--- src/rtl/cad_pkg.sv ---
package cad_pkg;
  // Interleave bit selector: en=0 means the dimension removes nothing.
  typedef struct packed {
    logic       en;
    logic [5:0] pos;
  } sel_t;
endpackage

--- src/rtl/cad_cfg.sv ---
module cad_cfg import cad_pkg::*; #(
  parameter int ADDR_W     = 40,
  parameter int HM_W       = 26,
  parameter int HASH_LSB   = 6,
  parameter int SEL_BASE   = 10,
  parameter int COARSE_BIT = 29
) (
  input  logic              slice0_off,
  input  logic              slice1_off,
  input  logic              ch1_off,
  input  logic              dual_data,
  input  logic [1:0]        s0_chmask,
  input  logic [1:0]        s1_chmask,
  input  logic [1:0]        ilv_mode,
  input  logic              coarse,
  input  logic [HM_W-1:0]   slice_hfield,
  input  logic [HM_W-1:0]   chan_hfield,
  input  logic              win_en,
  input  logic [ADDR_W-1:0] win_base,
  input  logic [ADDR_W-1:0] win_mask,
  output logic              two_slices,
  output logic              two_chans,
  output sel_t              slice_sel,
  output sel_t              chan_sel,
  output logic [ADDR_W-1:0] slice_hmask,
  output logic [ADDR_W-1:0] chan_hmask,
  output logic              win_ok,
  output logic [ADDR_W-1:0] win_lim
);
  localparam int PAD_W = ADDR_W - HM_W;

  logic [5:0]        base_pos;
  logic [ADDR_W-1:0] s_field, c_field, win_low;

  always_comb begin
    two_slices = !slice0_off && !slice1_off && (|s0_chmask) && (|s1_chmask);
    two_chans  = !ch1_off && !dual_data && ((&s0_chmask) || (&s1_chmask));

    base_pos = 6'(SEL_BASE) + ((ilv_mode == 2'd3) ? 6'd2 : {4'd0, ilv_mode});

    slice_sel.en  = two_slices;
    slice_sel.pos = coarse ? 6'(COARSE_BIT) : base_pos;

    chan_sel.en = two_chans;
    if (coarse) chan_sel.pos = two_slices ? 6'(COARSE_BIT + 1) : 6'(COARSE_BIT);
    else        chan_sel.pos = two_slices ? base_pos + 6'd1 : base_pos;

    s_field = coarse ? '0 : ({{PAD_W{1'b0}}, slice_hfield} << HASH_LSB);
    c_field = coarse ? '0 : ({{PAD_W{1'b0}}, chan_hfield} << HASH_LSB);

    slice_hmask = '0;
    if (two_slices)
      slice_hmask = s_field | (two_chans ? '0 : (ADDR_W'(1) << slice_sel.pos));
    chan_hmask = '0;
    if (two_chans)
      chan_hmask = c_field | (two_slices ? '0 : (ADDR_W'(1) << chan_sel.pos));

    // Lowest set bit of the mask; the mask must fill everything above it.
    win_low = win_mask & (~win_mask + ADDR_W'(1));
    win_ok  = win_en && (|win_mask) && (win_mask == ~(win_low - ADDR_W'(1)))
              && ((win_base & ~win_mask) == '0);
    win_lim = win_base | ~win_mask;
  end
endmodule

--- src/rtl/cad_xor_hash.sv ---
module cad_xor_hash #(
  parameter int W = 40
) (
  input  logic [W-1:0] addr,
  input  logic [W-1:0] mask,
  output logic         bit_o
);
  assign bit_o = ^(addr & mask);
endmodule

--- src/rtl/cad_squeeze.sv ---
module cad_squeeze import cad_pkg::*; #(
  parameter int W = 40
) (
  input  logic [W-1:0] din,
  input  sel_t         sel,
  output logic [W-1:0] dout
);
  for (genvar i = 0; i < W; i++) begin : g_bit
    logic upper;
    if (i == W - 1) begin : g_top
      assign upper = 1'b0;
    end else begin : g_mid
      assign upper = din[i+1];
    end
    assign dout[i] = (sel.en && (6'(i) >= sel.pos)) ? upper : din[i];
  end
endmodule

--- src/rtl/chan_addr_decoder.sv ---
module chan_addr_decoder import cad_pkg::*; #(
  parameter int ADDR_W     = 40,
  parameter int HM_W       = 26,
  parameter int HASH_LSB   = 6,
  parameter int SEL_BASE   = 10,
  parameter int COARSE_BIT = 29,
  parameter int WIN_LO_BIT = 12
) (
  input  logic              clk,
  input  logic              rst,
  input  logic [ADDR_W-1:0] cfg_tolm,
  input  logic [ADDR_W-1:0] cfg_tohm,
  input  logic              cfg_slice0_off,
  input  logic              cfg_slice1_off,
  input  logic              cfg_ch1_off,
  input  logic              cfg_dual_data,
  input  logic [1:0]        cfg_s0_chmask,
  input  logic [1:0]        cfg_s1_chmask,
  input  logic [1:0]        cfg_ilv_mode,
  input  logic              cfg_coarse,
  input  logic [HM_W-1:0]   cfg_slice_hfield,
  input  logic [HM_W-1:0]   cfg_chan_hfield,
  input  logic              cfg_win_en,
  input  logic [ADDR_W-1:0] cfg_win_base,
  input  logic [ADDR_W-1:0] cfg_win_mask,
  input  logic              in_valid,
  output logic              in_ready,
  input  logic [ADDR_W-1:0] in_addr,
  output logic              out_valid,
  input  logic              out_ready,
  output logic [1:0]        out_target,
  output logic [ADDR_W-1:0] out_addr,
  output logic              out_err
);
  localparam logic [ADDR_W-1:0] FOUR_G = ADDR_W'(64'h1_0000_0000);
  localparam int WIN_HI_BIT = WIN_LO_BIT + 1;

  logic              two_slices, two_chans, win_ok;
  sel_t              slice_sel, chan_sel, slice_rm, chan_rm;
  logic [ADDR_W-1:0] slice_hmask, chan_hmask, win_lim;
  logic [ADDR_W-1:0] contig, sq_chan, sq_both;
  logic              slice_hash, chan_hash, win_hit, is_err;
  logic              slice_bit, chan_bit;
  logic [5:0]        win_chan_pos;

  cad_cfg #(
    .ADDR_W(ADDR_W), .HM_W(HM_W), .HASH_LSB(HASH_LSB),
    .SEL_BASE(SEL_BASE), .COARSE_BIT(COARSE_BIT)
  ) u_cfg (
    .slice0_off(cfg_slice0_off), .slice1_off(cfg_slice1_off),
    .ch1_off(cfg_ch1_off), .dual_data(cfg_dual_data),
    .s0_chmask(cfg_s0_chmask), .s1_chmask(cfg_s1_chmask),
    .ilv_mode(cfg_ilv_mode), .coarse(cfg_coarse),
    .slice_hfield(cfg_slice_hfield), .chan_hfield(cfg_chan_hfield),
    .win_en(cfg_win_en), .win_base(cfg_win_base), .win_mask(cfg_win_mask),
    .two_slices(two_slices), .two_chans(two_chans),
    .slice_sel(slice_sel), .chan_sel(chan_sel),
    .slice_hmask(slice_hmask), .chan_hmask(chan_hmask),
    .win_ok(win_ok), .win_lim(win_lim)
  );

  // Non-DRAM detection and closing of the hole below 4 GB.
  always_comb begin
    is_err = in_addr[ADDR_W-1] || ((in_addr >= cfg_tolm) && (in_addr < FOUR_G))
             || (in_addr >= cfg_tohm);
    contig = (in_addr < FOUR_G) ? in_addr : in_addr - (FOUR_G - cfg_tolm);
    win_hit = win_ok && (in_addr >= cfg_win_base) && (in_addr <= win_lim);
  end

  cad_xor_hash #(.W(ADDR_W)) u_slice_hash (
    .addr(in_addr), .mask(slice_hmask), .bit_o(slice_hash));
  cad_xor_hash #(.W(ADDR_W)) u_chan_hash (
    .addr(contig), .mask(chan_hmask), .bit_o(chan_hash));

  // Target selection: window bits override hashes.
  always_comb begin
    win_chan_pos = two_slices ? 6'(WIN_HI_BIT) : 6'(WIN_LO_BIT);
    slice_bit = 1'b0;
    chan_bit  = 1'b0;
    slice_rm  = '{en: two_slices, pos: win_hit ? 6'(WIN_LO_BIT) : slice_sel.pos};
    chan_rm   = '{en: two_chans,  pos: win_hit ? win_chan_pos : chan_sel.pos};
    if (two_slices) slice_bit = win_hit ? in_addr[WIN_LO_BIT] : slice_hash;
    if (two_chans)  chan_bit  = win_hit ? in_addr[win_chan_pos] : chan_hash;
  end

  // Channel bit out first, then the slice bit.
  cad_squeeze #(.W(ADDR_W)) u_sq_chan (.din(contig), .sel(chan_rm), .dout(sq_chan));
  cad_squeeze #(.W(ADDR_W)) u_sq_slice (.din(sq_chan), .sel(slice_rm), .dout(sq_both));

  assign in_ready = !out_valid || out_ready;

  always_ff @(posedge clk) begin
    if (rst) begin
      out_valid  <= 1'b0;
      out_target <= '0;
      out_addr   <= '0;
      out_err    <= 1'b0;
    end else if (in_valid && in_ready) begin
      out_valid  <= 1'b1;
      out_err    <= is_err;
      out_target <= is_err ? 2'b00 : {slice_bit, chan_bit};
      out_addr   <= is_err ? '0 : sq_both;
    end else if (out_ready) begin
      out_valid  <= 1'b0;
    end
  end

  // an accepted address shows up as a result on the next cycle.
  p_accept_r10: assert property (@(posedge clk) disable iff (rst)
    (in_valid && in_ready) |=> out_valid);
  // a stalled result stays put.
  p_hold_r10: assert property (@(posedge clk) disable iff (rst)
    (out_valid && !out_ready) |=> (out_valid && $stable(out_addr) && $stable(out_target)
                                   && $stable(out_err)));
  // errored results carry no target or address.
  p_err_clean_r1: assert property (@(posedge clk) disable iff (rst)
    (out_valid && out_err) |-> (out_target == 2'b00 && out_addr == '0));
  // an inactive slice dimension never picks slice 1.
  p_no_slice_r3: assert property (@(posedge clk) disable iff (rst)
    (out_valid && !two_slices) |-> !out_target[1]);
  // an inactive channel dimension never picks channel 1.
  p_no_chan_r3: assert property (@(posedge clk) disable iff (rst)
    (out_valid && !two_chans) |-> !out_target[0]);
endmodule

--- config.mk ---
export PLATFORM = sky130hd
export DESIGN_NAME = chan_addr_decoder
export DESIGN_NICKNAME = d
export VERILOG_FILES = /design/src/rtl/cad_pkg.sv /design/src/rtl/cad_cfg.sv /design/src/rtl/cad_xor_hash.sv /design/src/rtl/cad_squeeze.sv /design/src/rtl/chan_addr_decoder.sv
export SDC_FILE = /design/constraint.sdc
export NUM_CORES = 1
export LEC_CHECK = 0
export BUFFER_PORTS_ARGS = -buffer_cell sky130_fd_sc_hd__buf_4
export CORE_MARGIN = 5
export CORE_UTILIZATION = 55
export CTS_CLUSTER_DIAMETER = 100
export DETAILED_ROUTE_END_ITERATION = 8
export PLACE_DENSITY = 0.84
export SYNTH_ARGS = -nofsm -noshare
export SYNTH_HDL_FRONTEND = slang
export SYNTH_SLANG_ARGS = --single-unit
--- constraint.sdc ---
create_clock -name clk -period 4.9 [get_ports clk]
set_clock_uncertainty 0.05 [all_clocks]
set_input_delay 0.49 -clock clk [delete_from_list [all_inputs] [get_ports clk]]
set_output_delay 0.49 -clock clk [all_outputs]
set_load 0.02 [all_outputs]
==> metrics.sh, run 1 <==
OUTCOME='completed'
SLEW_OF_THE_PIN_WITH_THE_LOWEST_SLEW_MARGIN_NS=0.9142
CRITICAL_PATH.ENDPOINT_TYPE='register'
DOMINANTREGCELLSYNTH='dfxtp_1'
PERIOD_SHARE=0.9528
SETUP.WORST_PATH.CLASS='in2reg'
RANKING_OF_SYNTHESIZED_CELLS_BY_AREA='ha_1 27%, dfxtp_1 8.1%, inv_1 7.1%, a21o_1 5.9%, a21oi_1 4.7%'
SETUP.WORST_PATH.START_CLASS='primary input'
CELL_INTERNAL_POWER_uW=1394
FINALWEIGHTEDCONGESTION=1.036
MIN_PATH_TYPE='reg2reg'
DETAILEDROUTE.FIRSTPASSITERATIONCOUNT=6
SWITCHING_POWER_uW=1056
POST_DRT_WL_PER_CELL_UM=20.01
SYNTH_LARGEST_AREA_CELL='ha_1'
TIMING.FINAL.HOLD_VIOLATIONS=0
POST_SYNTH_INST_COUNT=1461
POST_SYNTH_INSTANCE_AREA_UM2=10830
MAX_CAP_VIOLATIONS=0
WORSTPATHCELLLIST='buf_4, ha_1, inv_1, ha_1, inv_1, fa_1, nor2b_1, o31a_1, a21oi_4, o211ai_1, a2111oi_1, nor3_2, nand2_1, xnor3_1, xor3_1, xnor3_1, xnor3_1, nor3_2, xnor2_1, o31ai_2'
ASYNC_RESET_FF_FRAC=0
STATIC-LEAKAGE-POWER_uW=0.007435
SYNTH_EDF_COUNT=0
MAXCLOCKFREQUENCY_MHz=214.2
DRC=0
POWER.CLOCK.FRACTION=0.143
POWER.SWITCHING_FRACTION=0.4312
FINISHED_CORE_UTIL=0.7038
AREA_OF_THE_CORE_UM2=19400
POWER.DENSITY_nW_PER_UM2=179.5
AREAGROWTHSYNTHTOFINISH_PCT=26.04
WORST_IR_DROP_VDD_mV=0.1499
CPMOSTUSEDCELL='xnor3_1'
CRITICAL-PATH-MAX-STAGE-DELAY_NS=0.55
GRT_FIRST_PASS_WIRELENGTH_MM=61.72
GRT_ANTENNA_BEFORE_REPAIR=1
FINAL_AREA_UM2=13650
WORST_SETUP_HOLD_PATH_CLK_SLEW_NS=0.07
RELSLEWSLACK=0.3906
YOSYSTOPAREACELLSHARE=0.2738
MAXIMUM_NUMBER_OF_PINS_ON_ONE_NET_BEFORE_GLOBAL_ROUTE_REPAIR=32
FINISH.NET_COUNT=2280
MULTIINPUTGATEAREA_UM2=8966
SYNTH-SEQ-AREA-SHARE=0.08132
FIRST_GLOBAL_VIAS=11990
CTS_TREE='yes'
SYNTH-WARNING-COUNT=0
MOSTFREQUENTLAYOUTCELL='buf_4'
TIMING.CRITICAL_PATH.ARRIVAL_NS=4.83
DIE_HEIGHT_UM=150.3
MAX-CLOCK-PATH-BUFFERS=2
DIE_W_UM=150.3
POST_CTS_SETUP_BUFFER_COUNT=0
GRT_USAGE=0.3460
ANT_NETS=0
WORSTPATHMAXFANOUT=8
CTS_BUFFERS=5
WHS_NS=0.4013
SYNTH_NETS=1967
TIMING.FINAL.SETUP_VIOLATIONS=0
POSTSYNTHAREAPERCELL_UM2=7.414
CORE_ROWS=51
PORT_BUFFERS=312
NETLIST-CELL-TYPE-COUNT=97
GRT_OVERFLOW=0
DETAILEDPLACEMENTHPWL_MM=35.38
SHARE_COMB_OF_TOTAL_POWER=0.699
SYNTH_SEQ_CELLS=44
VIA_COUNT=12130
DIE_AREA_UM2=22600
CP_DATA_REQUIRED_TIME_NS=5.07
POSTROUTEWIRELENGTH_MM=40.84
CTS.ROOT.BUFFER_CELL='clkbuf_16'
SEQPWRFRAC=0.159
REGISTER_AREA_UM2=880.8
PLACED_AREA_UM2=13490
DETAIL_ROUTE.ITER0.VIOLATIONS=878
CLOCK_SINK_COUNT=44
MIN_PERIOD_NS=4.669
INITIAL_CORE_UTIL=0.5584
MOSTFREQUENTLAYOUTCELLS='340 x buf_4, 237 x ha_1, 205 x inv_1'
FINAL_MAX_SLEW_VIOL_COUNT=0
NUM_IO_PINS=313
POST_DRT_VIA_CELL_RATIO=5.942
CRIT_PATH_TOP_DELAY_CELL='a2111oi_1'
WORST_SKEW_PAIR.LATE_LATENCY_NS=0.29
LAYOUT.FILLER_CELLS=1674
LAYOUT-DRIVE-GT1-SHARE=0.2203
CTSHTREEMAXLEVEL=2
## power by group through the flow
stage	Sequential, µW	Clock (µW)	Combinational [µW]
3_3_place_gp	395	0	1640
4_1_cts	388	348	1680
5_1_grt	391	366	1860
2_1_floorplan	418	0	1080
6_report	388	350	1710
3_5_place_dp	396	0	1670
## per-layer routing
metal,share of wire,GRT usage
met5,0,0
met4,0.043,0.1340
met3,0.088,0.04877
met2,0.46,0.5939
met1,0.41,0.4373
## what timing repair did
action	CTS	global route
gates resized for setup	0	2
endpoints found under the setup margin	0	1
hold buffers	0	0
## cells by family (layout without fill, tap and decap cells)
| kind of cell | Yosys count | count (layout) | share of synthesized area |
|---|---|---|---|
| buf+inv | 239 | 553 | 0.09149 |
| compound gates | 420 | 420 | 0.2613 |
| mux | 40 | 40 | 0.03847 |
| simple gates | 408 | 408 | 0.1857 |
| other cells | 0 | 1 | 0 |
| flops | 44 | 44 | 0.08132 |
| fa+ha+maj | 238 | 238 | 0.2756 |
| xor+xnor | 72 | 72 | 0.06607 |
## cells in the mapped netlist, types with 5 or more instances
master     count
o21a_1         7
xor2_1        27
o21bai_1      13
nand2b_1      14
ha_1         237
and2_1         6
nand3_1       15
nor3_1        15
a31oi_1        9
nand2_1      131
o22ai_1       13
nor4_1         6
o31ai_1        6
xnor2_1       39
o21ai_1       10
a21oi_1      101
a22oi_1       14
dfxtp_1       44
nor2b_1       32
a221oi_1       7
clkbuf_1      18
nand4_1       45
o211ai_1      14
clkbuf_8       5
o2111ai_1      6
a21o_1        85
mux2_2        12
mux2i_1       27
a2111oi_0      5
buf_2          5
o21ai_0       71
inv_1        205
or3_1          6
a211oi_1      12
nor2_1       104
## layout make-up
cell class,count,share of cell area
clock buffer,6,0.01017
sequential,44,0.06452
tap,265,0.02429
timing repair buffer,340,0.1870
inverter,205,0.05637
clock inverter,2,0.0007332
multi-input combinational,1178,0.6568
antenna,1,0.0001833
## registers in the layout, summed over array words and instances, names as in the netlist
register    count
out_addr       40
out_err         1
out_target      2
out_valid       1
## final timing paths
kind | from | endpoint | slack (ns) | cells after the start
hold reg to reg | out_addr[19]$_SDFFE_PP0P_ | out_addr[19]$_SDFFE_PP0P_ | 0.40 | 2
setup reg to reg | out_valid$_SDFFE_PP0P_ | out_target[0]$_SDFFE_PP0P_ | 2.10 | 9
setup / recovery | in_addr[1] | out_target[0]$_SDFFE_PP0P_ | 0.23 | 20
hold / removal | out_addr[19]$_SDFFE_PP0P_ | out_addr[19]$_SDFFE_PP0P_ | 0.40 | 2
## metrics by stage
step	total power (µW)	cells	setup WS, ns	TNS (ns)
2_1_floorplan	1501	1461	0.4049	0
3_3_place_gp	2032	2032	0.1327	0
3_5_place_dp	2066	2032	-0.1013	-0.1013
4_1_cts	2419	2040	0.1962	0
5_1_grt	2622	2041	-0.003610	-0.003610
6_report	2450	2041	0.2313	0
## critical path, delay by kind of cell
| kind | cells | cell delay (ns) |
|---|---|---|
| buf+inv | 3 | 0.27 |
| fa+ha+maj | 3 | 0.71 |
| simple gates | 4 | 0.50 |
| compound gates | 5 | 1.50 |
| xor+xnor | 5 | 1.36 |
Power figures use the tool's default switching activity.
==> run 2: changes to the inputs <==
--- a/config.mk
+++ b/config.mk
@@ -7,10 +7,10 @@
 export LEC_CHECK = 0
 export BUFFER_PORTS_ARGS = -buffer_cell sky130_fd_sc_hd__buf_4
 export CORE_MARGIN = 5
-export CORE_UTILIZATION = 55
+export CORE_UTILIZATION = 50
 export CTS_CLUSTER_DIAMETER = 100
 export DETAILED_ROUTE_END_ITERATION = 8
-export PLACE_DENSITY = 0.84
+export PLACE_DENSITY = 0.77
 export SYNTH_ARGS = -nofsm -noshare
 export SYNTH_HDL_FRONTEND = slang
 export SYNTH_SLANG_ARGS = --single-unit
==> run 2 against run 1 <==
Effect of this change:
- final cell count increased by 0.44%
- setup slack gained 0.041 ns
- count of clock-buffer cells in the layout unchanged
- final area grew 0.28%
- fmax increased by 0.88%
- combinational power hardly changed
- die area is 9.3% higher
- first-iteration DRC count rose by 2.5%
- sequential cell count stayed put
- critical endpoint unchanged
==> metrics.sh, run 2 (same netlist as run 1, synthesis figures left out) <==
WORSTPATHMAXFANOUT=4
PLACED_AREA_UM2=13520
CTS.ROOT.BUFFER_CELL='clkbuf_16'
FINISH.NET_COUNT=2280
MAXCLOCKFREQUENCY_MHz=216.1
FINISHED_CORE_UTIL=0.6472
CRIT_PATH_TOP_DELAY_CELL='xnor3_1'
INITIAL_CORE_UTIL=0.5120
POSTROUTEWIRELENGTH_MM=41.06
HOLDPATHEND='out_addr[13]$_SDFFE_PP0P_'
MOSTFREQUENTLAYOUTCELLS='339 x buf_4, 237 x ha_1, 205 x inv_1'
WORST_IR_DROP_VDD_mV=0.1326
CRITICAL-PATH-MAX-STAGE-DELAY_NS=0.43
LARGEST_REGISTER='out_addr'
AREA_OF_THE_CORE_UM2=21150
MIN_PATH_TYPE='reg2reg'
OUTCOME='completed'
DETAILEDPLACEMENTHPWL_MM=35.58
SETUP.WORST_PATH.START_CLASS='primary input'
CTS_HOLD_REPAIR.BUFFERS=0
R2R.WORST_PATH.CELLS=10
WORST-R2R-SETUP-SLACK_NS=2.08
ANT_NETS=0
DRC=0
TIMING.FINAL.HOLD_VIOLATIONS=0
LAYOUT-DRIVE-GT1-SHARE=0.2214
MOSTFREQUENTLAYOUTCELL='buf_4'
DIE_AREA_UM2=24710
WORSTPATHCELLLIST='buf_4, ha_1, inv_1, ha_1, inv_1, fa_1, nor2b_1, o31a_1, buf_4, o21ai_0, nor4b_2, a211oi_1, xor2_1, xnor2_1, xnor2_1, xnor2_1, xnor3_1, xnor3_1, nor3_2, xnor2_1, o31ai_2'
PORT_BUFFERS=312
RELSLEWSLACK=0.3976
CRITICAL_PATH.ENDPOINT_TYPE='register'
CTS_RESIZED=0
NUM_IO_PINS=313
GRT_ANTENNA_BEFORE_REPAIR=1
FIN_TOTAL_PWR_uW=2430
MAX-CLOCK-PATH-BUFFERS=2
SEQPWRFRAC=0.160
TIMING.CRITICAL_PATH.ARRIVAL_NS=4.78
SETUP.WORST_PATH.CLASS='in2reg'
NUM_ANTENNA_CELLS=0
MIN_PERIOD_NS=4.628
POST_DRT_WL_PER_CELL_UM=20.03
DIE_W_UM=157.2
GRT_USAGE=0.3142
GRT_FIRST_PASS_WIRELENGTH_MM=61.60
R2R_START='out_valid$_SDFFE_PP0P_'
POWER.CLOCK.FRACTION=0.138
HP-START='out_addr[13]$_SDFFE_PP0P_'
FIRST_GLOBAL_VIAS=11540
POST_DRT_VIA_CELL_RATIO=5.804
DETAILEDROUTE.FIRSTPASSITERATIONCOUNT=6
FINAL_MAX_SLEW_VIOL_COUNT=0
TIMING.HOLD.WORST_PATH_DEPTH=2
CTS_BUFFERS=5
FINALWEIGHTEDCONGESTION=0.9859
PERIOD_SHARE=0.9445
STATIC-LEAKAGE-POWER_uW=0.007434
MAX_CAP_VIOLATIONS=0
CP_DATA_REQUIRED_TIME_NS=5.05
CPMOSTUSEDCELL='xnor2_1'
CTS_TREE='yes'
AREAGROWTHSYNTHTOFINISH_PCT=26.39
SWITCHING_POWER_uW=1031
SHARE_COMB_OF_TOTAL_POWER=0.702
TIMING.FINAL.SETUP_VIOLATIONS=0
POWER.SWITCHING_FRACTION=0.4245
POST_CTS_SETUP_BUFFER_COUNT=0
CTSHTREEMAXLEVEL=2
SLEW_OF_THE_PIN_WITH_THE_LOWEST_SLEW_MARGIN_NS=0.9036
CRITICAL_PATH.REG2REG.ENDPOINT='out_addr[12]$_SDFFE_PP0P_'
CORE_ROWS=53
LARGEST_REGISTER_FF_COUNT=40
FINAL-INSTANCE-COUNT-EXCL-FILL=2050
FINAL_AREA_UM2=13690
DETAIL_ROUTE.ITER0.VIOLATIONS=900
INST_COUNT_DP=2042
WORST_SKEW_PAIR.LATE_LATENCY_NS=0.28
CLOCK_SINK_COUNT=44
REG.LARGEST.LIST='out_addr: 40 flops, out_target: 2 flops'
GRT_OVERFLOW=0
WORST_SETUP_HOLD_PATH_CLK_SLEW_NS=0.06
CELL_INTERNAL_POWER_uW=1398
DIE_HEIGHT_UM=157.2
VIA_COUNT=11900
POWER.DENSITY_nW_PER_UM2=177.5
MAXIMUM_NUMBER_OF_PINS_ON_ONE_NET_BEFORE_GLOBAL_ROUTE_REPAIR=42
## run 2: layer usage
| metal | vias to the layer above | GRT usage | part of all wire |
|---|---|---|---|
| met4 | 2 | 0.09422 | 0.031 |
| met5 | - | 0 | 0.00032 |
| li1 | 5815 | - | - |
| met2 | 618 | 0.5286 | 0.46 |
| met1 | 5373 | 0.4206 | 0.43 |
| met3 | 90 | 0.03987 | 0.086 |
## run 2: final cells by class
cell class | count | area, µm²
clock buffer | 6 | 138.9
inverter | 205 | 769.5
clock inverter | 2 | 15.01
timing repair buffer | 340 | 2565
multi-input combinational | 1178 | 8977
tap | 275 | 344.1
sequential | 44 | 880.8
fill | 1942 | 7463
## run 2: metrics by stage
step	hold WS [ns]	setup slack (ns)	TNS (ns)
3_3_place_gp	0.3855	0.1093	0
6_report	0.4069	0.2719	0
2_1_floorplan	0.4732	0.4049	0
5_1_grt	0.4245	-0.04367	-0.04367
3_5_place_dp	0.3933	0.003471	0
4_1_cts	0.4010	0.2887	0
## run 2: power by group through the flow
stage / logic (µW) / registers, µW / clock network (µW)
detailed placement: 1670 / 397 / 0
global route: 1870 / 391 / 355
floorplan: 1080 / 418 / 0
finish: 1710 / 389 / 334
CTS: 1680 / 389 / 340
global placement: 1650 / 396 / 0
## run 2: worst max-delay path by stage
stage,startpoint,end,slack (ns)
2_1_floorplan,cfg_tolm[1],out_target[0]$_SDFFE_PP0P_,0.40
3_3_place_gp,in_addr[1],out_target[0]$_SDFFE_PP0P_,0.11
3_5_place_dp,in_addr[1],out_target[0]$_SDFFE_PP0P_,0.003
4_1_cts,in_addr[1],out_target[0]$_SDFFE_PP0P_,0.29
5_1_grt,in_addr[1],out_target[0]$_SDFFE_PP0P_,-0.04
6_report,in_addr[1],out_target[0]$_SDFFE_PP0P_,0.27
## run 2: critical path, delay by kind of cell
family | cells | cell delay (ns)
buf+inv | 4 | 0.42
fa+ha+maj | 3 | 0.90
simple gates | 3 | 0.60
compound gates | 4 | 0.66
xor+xnor | 7 | 1.71
